<file path="src/rtl/tcc_attach_fsm.sv">
module tcc_attach_fsm #(
  parameter int CC_DBC  = 100000,
  parameter int PD_DBC  = 10000,
  parameter int TRY_TMO = 75000,
  parameter int TOGGLE  = 50000
) (
  input  logic       clk,
  input  logic       rst_n,
  input  logic [2:0] cc1_lvl,
  input  logic [2:0] cc2_lvl,
  input  logic       vbus_ok,
  input  logic [1:0] role_sel,
  input  logic [1:0] try_sel,
  input  logic       acc_en,
  output logic [3:0] state,
  output logic [1:0] orient,
  output logic [2:0] port_type,
  output logic [1:0] curr_lvl,
  output logic [1:0] evt,
  output logic       src_n
);
  localparam int MX_A = (CC_DBC > PD_DBC) ? CC_DBC : PD_DBC;
  localparam int MX_B = (TRY_TMO > TOGGLE) ? TRY_TMO : TOGGLE;
  localparam int MX   = (MX_A > MX_B) ? MX_A : MX_B;
  localparam int CW   = $clog2(MX + 1) + 1;
  localparam logic [CW-1:0] LIM_CC  = CW'(CC_DBC - 1);
  localparam logic [CW-1:0] LIM_PD  = CW'(PD_DBC - 1);
  localparam logic [CW-1:0] LIM_TRY = CW'(TRY_TMO - 1);
  localparam logic [CW-1:0] LIM_TOG = CW'(TOGGLE - 1);

  localparam logic [3:0] S_USNK = 4'd0,  S_USRC = 4'd1,  S_WSNK = 4'd2,  S_WSRC = 4'd3;
  localparam logic [3:0] S_ASNK = 4'd4,  S_ASRC = 4'd5,  S_TSRC = 4'd6,  S_TSNK = 4'd7;
  localparam logic [3:0] S_TWSNK = 4'd8, S_TWSRC = 4'd9, S_AUD = 4'd10,  S_DBG = 4'd11;

  localparam logic [2:0] C_NONE = 3'd0, C_SNK = 3'd1, C_SRC = 3'd2, C_AUD = 3'd3, C_DBG = 3'd4, C_OTH = 3'd5;

  logic [3:0] st, st_q, nxt;
  logic [2:0] cls, cls_q;
  logic [CW-1:0] run, tm, eff, tcnt;

  wire rd1 = cc1_lvl == 3'd1;
  wire rd2 = cc2_lvl == 3'd1;
  wire ra1 = cc1_lvl == 3'd2;
  wire ra2 = cc2_lvl == 3'd2;
  wire sl1 = cc1_lvl >= 3'd3 && cc1_lvl <= 3'd5;
  wire sl2 = cc2_lvl >= 3'd3 && cc2_lvl <= 3'd5;
  wire op1 = cc1_lvl == 3'd0;
  wire op2 = cc2_lvl == 3'd0;

  wire is_snk  = role_sel == 2'd0;
  wire is_src  = role_sel == 2'd1;
  wire is_drp  = role_sel[1];
  wire pref_src = is_drp && try_sel == 2'd2;
  wire pref_snk = is_drp && try_sel == 2'd1;
  wire [3:0] home = is_src ? S_USRC : S_USNK;

  always_comb begin
    if ((sl1 && op2) || (sl2 && op1))          cls = C_SRC;
    else if ((rd1 ^ rd2) && !sl1 && !sl2)      cls = C_SNK;
    else if (ra1 && ra2)                       cls = C_AUD;
    else if (rd1 && rd2)                       cls = C_DBG;
    else if (op1 && op2)                       cls = C_NONE;
    else                                       cls = C_OTH;
  end

  wire same_st = st == st_q;
  assign eff  = (same_st && cls == cls_q) ? run : '0;
  assign tcnt = same_st ? tm : '0;
  wire cc_ok  = eff >= LIM_CC;
  wire pd_ok  = eff >= LIM_PD;

  function automatic logic attached(input logic [3:0] s);
    return s == S_ASNK || s == S_ASRC || s == S_AUD || s == S_DBG;
  endfunction

  always_comb begin
    nxt = st;
    case (st)
      S_USNK:
        if (is_src)                          nxt = S_USRC;
        else if (sl1 || sl2)                 nxt = S_WSNK;
        else if (is_drp && tcnt >= LIM_TOG)  nxt = S_USRC;
      S_USRC:
        if (is_snk)                          nxt = S_USNK;
        else if (rd1 || rd2 || ra1 || ra2)   nxt = S_WSRC;
        else if (is_drp && tcnt >= LIM_TOG)  nxt = S_USNK;
      S_WSNK:
        if (!sl1 && !sl2)                    nxt = S_USNK;
        else if (cls == C_SRC && cc_ok && vbus_ok) nxt = pref_src ? S_TSRC : S_ASNK;
      S_ASNK:
        if (!vbus_ok)                        nxt = S_USNK;
      S_WSRC:
        if (cls == C_NONE)                   nxt = home;
        else if (cls == C_SNK && cc_ok)      nxt = pref_snk ? S_TSNK : S_ASRC;
        else if (acc_en && cls == C_AUD && cc_ok) nxt = S_AUD;
        else if (acc_en && cls == C_DBG && cc_ok) nxt = S_DBG;
      S_ASRC:
        if (!rd1 && !rd2)                    nxt = home;
      S_AUD:
        if (!ra1 && !ra2)                    nxt = home;
      S_DBG:
        if (!rd1 && !rd2)                    nxt = home;
      S_TSRC:
        if (cls == C_SNK && pd_ok)           nxt = S_ASRC;
        else if (tcnt >= LIM_TRY)            nxt = S_TWSNK;
      S_TWSNK:
        if (cls == C_SRC && cc_ok && vbus_ok) nxt = S_ASNK;
        else if (cls == C_NONE && pd_ok)     nxt = S_USNK;
      S_TSNK:
        if (cls == C_SRC && pd_ok && vbus_ok) nxt = S_ASNK;
        else if (tcnt >= LIM_TRY)            nxt = S_TWSRC;
      S_TWSRC:
        if (cls == C_SNK && pd_ok)           nxt = S_ASRC;
        else if (pd_ok)                      nxt = S_USNK;
      default:                               nxt = S_USNK;
    endcase
  end

  always_ff @(posedge clk or negedge rst_n) begin
    if (!rst_n) begin
      st    <= S_USNK;
      st_q  <= S_USNK;
      cls_q <= C_NONE;
      run   <= '0;
      tm    <= '0;
      evt   <= 2'b00;
    end else begin
      st    <= nxt;
      st_q  <= st;
      cls_q <= cls;
      run   <= (&eff) ? eff : eff + 1'b1;
      tm    <= (&tcnt) ? tcnt : tcnt + 1'b1;
      if (attached(nxt) && !attached(st))      evt <= 2'b01;
      else if (!attached(nxt) && attached(st)) evt <= 2'b10;
      else                                     evt <= 2'b00;
    end
  end

  wire [2:0] lv = sl1 ? cc1_lvl : cc2_lvl;

  always_comb begin
    orient    = 2'b00;
    port_type = 3'd0;
    curr_lvl  = 2'b00;
    case (st)
      S_ASNK: begin
        orient    = {sl2, sl1};
        port_type = 3'd2;
        curr_lvl  = (sl1 || sl2) ? 2'(lv - 3'd2) : 2'b00;
      end
      S_ASRC: begin
        orient    = {rd2, rd1};
        port_type = 3'd1;
      end
      S_AUD: begin
        orient    = {!op2, !op1};
        port_type = 3'd3;
      end
      S_DBG: begin
        orient    = {!op2, !op1};
        port_type = 3'd4;
      end
      default: ;
    endcase
  end

  assign state = st;
  assign src_n = st != S_ASRC;
endmodule

</file>
<file path="config.mk">
export PLATFORM = sky130hd
export DESIGN_NAME = tcc_attach_fsm
export DESIGN_NICKNAME = d
export VERILOG_FILES = /design/src/rtl/tcc_attach_fsm.sv
export SDC_FILE = /design/constraint.sdc
export NUM_CORES = 1
export LEC_CHECK = 0
export ABC_AREA = 0
export BUFFER_PORTS_ARGS = -buffer_cell sky130_fd_sc_hd__buf_2
export CELL_PAD_IN_SITES_DETAIL_PLACEMENT = 1
export CELL_PAD_IN_SITES_GLOBAL_PLACEMENT = 1
export CORE_AREA = 3 3 99 101
export CTS_CLUSTER_DIAMETER = 200
export DETAILED_ROUTE_END_ITERATION = 16
export DIE_AREA = 0 0 102 104
export PLACE_DENSITY = 0.72
export SKIP_CTS_REPAIR_TIMING = 1
export SYNTH_ARGS = -nofsm -noshare
export SYNTH_HDL_FRONTEND = slang
export SYNTH_SLANG_ARGS = --single-unit
export TNS_END_PERCENT = 1
</file>
<file path="constraint.sdc">
create_clock -name clk -period 7.1 [get_ports clk]
set_input_delay 1.775 -clock clk [delete_from_list [all_inputs] [get_ports clk]]
set_output_delay 1.775 -clock clk [all_outputs]
set_load 0.005 [all_outputs]
</file>
## After elaboration in Yosys (flattened, before gate mapping)

Index checks and enable logic that the tools add are counted.

- Word-level logic and storage cells: 149
- Input port bits: 14
- Flip-flop bits (word level): 49
- Bits in latches: 0
- RAM bits: 0
- Output and inout port bits: 14
- Memories kept: 0
- ROM bits: 0

- $lt $le $gt $ge: 8
- Multipliers: 0
- Add/sub/neg operators: 3
- Divide/modulo/power cells: 0
- Shift operators: 0
- Bitwise gates (word level): 1
- Eq/ne operators: 29
- Multiplexer cells: 43
- Reduce and logical (&&, ||, !) cells: 59

Operator list:

| kind | count |
|---|---|
| two-way mux 4 bit | 23 |
| two-way mux 18 bit | 4 |
| one-hot mux 4 bit (11 select lines) | 1 |
| adder 18 x 1 -> 18 bit, second input constant | 2 |
| greater-or-equal comparator 18 x 17 -> 1 bit, second input constant | 2 |
| AND reduction 18 bit | 2 |
| logical AND 1 bit | 29 |
| == test 4 x 3 -> 1 bit, second input constant | 6 |
| == test 4 bit, second input constant | 6 |
| greater-or-equal comparator 18 x 14 -> 1 bit, second input constant | 1 |
| greater-or-equal comparator 18 x 16 -> 1 bit, second input constant | 1 |
| two-way mux 3 bit | 5 |
| two-way mux 2 bit | 7 |
| == test 3 x 2 -> 1 bit, second input constant | 4 |
| one-hot mux 3 bit (4 select lines) | 1 |
| logical OR 1 bit | 11 |
| zero test 1 bit | 10 |
| == test 3 x 1 -> 1 bit, second input constant | 3 |
| zero test 3 bit | 3 |
| == test 4 x 2 -> 1 bit, second input constant | 2 |
| greater-or-equal comparator 3 x 2 -> 1 bit, second input constant | 2 |
| <= comparator 3 bit, second input constant | 2 |
| one-hot mux 2 bit (3 select lines) | 1 |
| == test 2 x 1 -> 1 bit, second input constant | 2 |
| other kinds (12) | 13 |

## Depth between registers and ports, before layout

- Word-level depth: 25
- Depth in mapped cells: 21
- Depth with buffers taken out: 18

## Worst setup path before layout

Ideal clock, no wire load.

- Kind: in2reg
- Start point: input port cc2_lvl[1]
- End point: register run[1]
- Path buffers: 4
- Arrival time: 5548 ps
- Path slack: 1427 ps
- Data required time: 6975 ps
- Library setup time: 125 ps
- Cell stages on the path: 19
- Path through: buf_2 > nor2_1 > nand2_1 > ha_1 > inv_1 > o221a_2 > nor3_1 > o211a_1 > buf_6 > buf_6 > and2_1 > ha_1 > and4_1 > inv_1 > or3_1 > nor2_1 > clkbuf_1 > nand2_1 > mux2_2

- Cells in the longest elaborated chain, start to end: 12
- Elaborated cells between the ends (all ways): 27
- Those cells by class: 1 x add/sub; 2 x order compare; 3 x eq/ne; 7 x mux; 1 x bitwise; 13 x reduce/logical

RTL lines:

| element | RTL line | RTL |
|---|---|---|
| start: declaration | 10 | `input logic [2:0] cc2_lvl,` |
| zero test 3 bit | 48 | `wire op2 = cc2_lvl == 3'd0;` |
| logical AND 1 bit | 62 | `else if (op1 && op2) cls = C_NONE;` |
| two-way mux 3 bit | 62 |  |
| two-way mux 3 bit | 61 | `else if (rd1 && rd2) cls = C_DBG;` |
| two-way mux 3 bit | 60 | `else if (ra1 && ra2) cls = C_AUD;` |
| two-way mux 3 bit | 59 | `else if ((rd1 ^ rd2) && !sl1 && !sl2) cls = C_SNK;` |
| two-way mux 3 bit * | 58 | `if ((sl1 && op2) \|\| (sl2 && op1)) cls = C_SRC;` |
| == test 3 bit * | 67 | `assign eff = (same_st && cls == cls_q) ? run : '0;` |
| logical AND 1 bit * | 67 |  |
| two-way mux 18 bit * | 67 |  |
| adder 18 x 1 -> 18 bit or AND reduction 18 bit (tied branches) | 131 | `run <= (&eff) ? eff : eff + 1'b1;` |
| two-way mux 18 bit * | 131 |  |
| end signal: assignment | 131 |  |
| end: declaration | 39 | `logic [CW-1:0] run, tm, eff, tcnt;` |

Every way passes the cells marked *; elsewhere a longest branch is shown, timed or not.

## Worst setup path after layout

Ends and elaborated chain as after synthesis.

==> metrics.md <==
| Metric | Value |
|---|---|
| Layout Cells excl Fill | `558` |
| CTS HTree Levels | `2` |
| CTS tree | `done` |
| Status | `completed` |
| Commonest cells in the netlist | `nor2_1, dfrtp_1, nand2_1` |
| Gpl congestion | `0.952` |
| Post-Route WL | `10000 µm` |
| Asr flop ratio synth | `100%` |
| Peak supply drop | `0.132 mV` |
| Normalized max-slew margin | `31.2%` |
| Critical Path AT | `6.19 ns` |
| Chip Width | `102 µm` |
| Most numerous cell in the Yosys netlist | `nor2_1` |
| Post-synth top area share | `34.7%` |
| Placed instance count | `550` |
| Slowest-stage cell, CP | `nor2_1` |
| Final hold violation count | `0` |
| Synth warn | `0` |
| Post-Synthesis Cells | `432` |
| Cell Pwr Density | `216 nW/µm²` |
| Starting density of the core | `38.8%` |
| Crit path capture type | `flop` |
| CP Launch Point | `cc2_lvl[1]` |
| I/O pin cnt | `28` |
| Worst path buffer plus inverter count | `3` |
| Minimum clock period | `5.98 ns` |
| Row count | `35` |
| Setup Viol. Count Final | `0` |
| Synthesis-stage register bit count | `49` |
| Critical path type | `input pin to flop` |
| Critical R2R Launch | `state[3]` |
| Reg-to-reg endpoint | `run[1]` |
| Slew Viols, Final | `0` |
| Die Ht | `104 µm` |
| Fillers | `1119` |
| Final nets | `464` |
| Clock Pin Slew Worst Setup and Hold Paths | `0.11 ns` |
| Top_reg_cell synth | `dfrtp_1` |
| Critical Path Max Stage Delay | `0.65 ns` |
| Critical path peak fanout | `11` |
| Core Area | `9110 µm²` |
| Syn Area/Cell | `8.19 µm²` |
| WL/cell | `17.9 µm` |
| Clock Tree Buf Depth | `2` |
| Area grow syn2layout | `8.07%` |
| Final worst-path setup slack | `1.12 ns` |
| Drt via density | `5.89` |
| Worst path depth | `16` |
| Setup Slack @ Placement | `0.827 ns` |
| Routed Antenna Nets | `0` |
| Worst slew pin tran | `1.02 ns` |
| IO Port Bufs | `27` |
| Root Buffer | `clkbuf_8` |
| Final setup TNS | `0 ns` |
| MaxCap Viol Count | `0` |
| Max Clock Freq | `167 MHz` |
| Clock skew | `0.0164 ns` |
| Worst setup SP type | `input pin` |
| Number of flops mapped to enable cells by yosys | `0` |
| Antenna violations before repair | `0` |
| Most area-consuming cells after synthesis | `dfrtp_1, nor2_1, xnor2_1` |
| GR Util All Layers | `19.7%` |
| Area leader, netlist | `dfrtp_1` |
| First-pass GRT wire length | `17100 µm` |
| Leak | `1.58 nW` |
| Num CTS Buffers | `5` |
| Sequential-to-total area share from yosys stat | `34.7%` |
| First-pass DRT Iterations | `4` |
| Post-Syn Area | `3540 µm²` |
| Residual DRC | `0` |
| RSZ-0062 raised after global routing | `false` |
| Worst hold path type | `flop to flop` |
| Crit path to | `run[1]` |
| Vias post-DR | `3284` |
| Fin crit share | `84.2%` |
| Distinct cells, synth | `65` |
| Kind of cell adding the most delay to the critical path | `simple AND/OR/NAND/NOR gates` |
| Layout cell share with drive strength beyond 1 | `11.2%` |
| Worst Reg2Reg Path Length in Cells | `13` |
| Final HPWL from detailed placement | `7430 µm` |
| Total Die Area | `10600 µm²` |
| Congestion Overflow GR | `0` |
| Worst reg2reg setup slack | `2.29 ns` |
| Critical-path cell list | `buf_2, nor2_1, nand2_1, ha_1, inv_1, o221a_2, nor3_1, o211a_1, and2_1, ha_1, and4_1, inv_1, or3_1, nor2_1, nand2_1, mux2_2` |
| Syn nets | `450` |
| Worst EP required | `7.31 ns` |
| Vias in the first global route | `3425` |
| Worst-Skew Late Latency | `0.31 ns` |
| Antenna diodes | `0` |
| Iter 0 DRT Violations | `132` |
| Largest net degree at the start of global routing | `50` |
| Clock sinks | `49` |
[cells in the final DEF (no fill, tap or decap), types with 3 or more instances in the layout]
master,n
nor2_1,50
dfrtp_1,49
nand2_1,44
buf_2,27
nand3_1,22
o21ai_0,21
xnor2_1,20
inv_1,17
a21oi_1,17
nor3_1,17
xor2_1,15
and3_1,11
and2_1,10
nand4_1,9
and4_1,7
nor2b_1,6
nand2b_1,6
nor4_1,5
o22ai_1,5
clkbuf_8,5
a211oi_1,4
o211ai_1,4
ha_1,4
buf_4,4
nand3b_1,3
or3_1,3
nor3b_1,3
o31a_1,3
o311ai_0,3
a31oi_1,3
a22oi_1,3
[area by class of cell]
cell class,count,area (µm²),share of cell area (%)
multi-input combinational,342,2130,55.6
sequential,49,1230,32.1
timing repair buffer,31,165,4.32
tap,111,139,3.63
clock buffer,5,68.8,1.80
inverter,17,63.8,1.67
clock inverter,3,33.8,0.884
[registers in the layout, indices dropped and copies added, names as in the netlist]
register	flops
st_q	4
state	4
run	18
cls_q	3
evt	2
tm	18
[logic make-up (layout without fill, tap and decap cells)]
group	Yosys count	after routing	share of synthesized area, %
AOI/OAI and AO/OA	93	93	19.1
xor gates and xnor gates	35	35	8.67
and+or+nand+nor	207	207	30.0
muxes	3	3	0.884
buffers and inverters	41	56	5.24
adders and majority gates	4	4	1.41
DFF	49	49	34.7
[metal layers]
| layer | vias to the layer above | part of all wire [%] | routed length (µm) | track usage [%] |
|---|---|---|---|---|
| met5 | - | 0 | 0 | 0 |
| met2 | 48 | 50 | 4960 | 33.3 |
| li1 | 1581 | - | - | - |
| met3 | 11 | 3.0 | 302 | 2.21 |
| met1 | 1644 | 46 | 4570 | 26.6 |
| met4 | 0 | 1.6 | 160 | 4.87 |
[per-stage QoR]
stage	total power, W	hold WS, ns	area [µm²]	utilization (%)
3_5_place_dp	0.000647	0.585	3720	40.8
6_report	0.000824	0.598	3820	42.0
4_1_cts	0.000839	0.605	3820	42.0
5_1_grt	0.000891	0.642	3820	42.0
3_3_place_gp	0.000638	0.576	3720	40.8
2_1_floorplan	0.000563	0.391	3540	-
[worst reg2reg max path, stage by stage (launching register included)]
cell     delay, ns
dfrtp_1       0.67
xnor2_1       0.21
nand4_1       0.57
nor2_1        0.27
o21a_1        0.18
o211a_1       0.35
and2_1        0.23
ha_1          0.20
and4_1        0.29
inv_1         0.12
or3_1         0.42
nor2_1        0.65
nand2_1       0.24
mux2_2        0.32
[worst min path at each step]
stage / start / endpoint / depth (start not counted)
6_report: tm[11] / tm[11] / 2
5_1_grt: run[2] / run[2] / 2
4_1_cts: run[2] / run[2] / 2
3_5_place_dp: run[2] / run[2] / 2
3_3_place_gp: tm[11] / tm[11] / 2
2_1_floorplan: state[0] / st_q[0] / 0
[power by group]
group          total (W)  internal [W]  switching [W]
Combinational   0.000311      0.000100       0.000211
Clock           0.000186     0.0000738       0.000112
Sequential      0.000327      0.000302      0.0000252
Total           0.000824      0.000476       0.000348
Power figures use the tool's default switching activity.
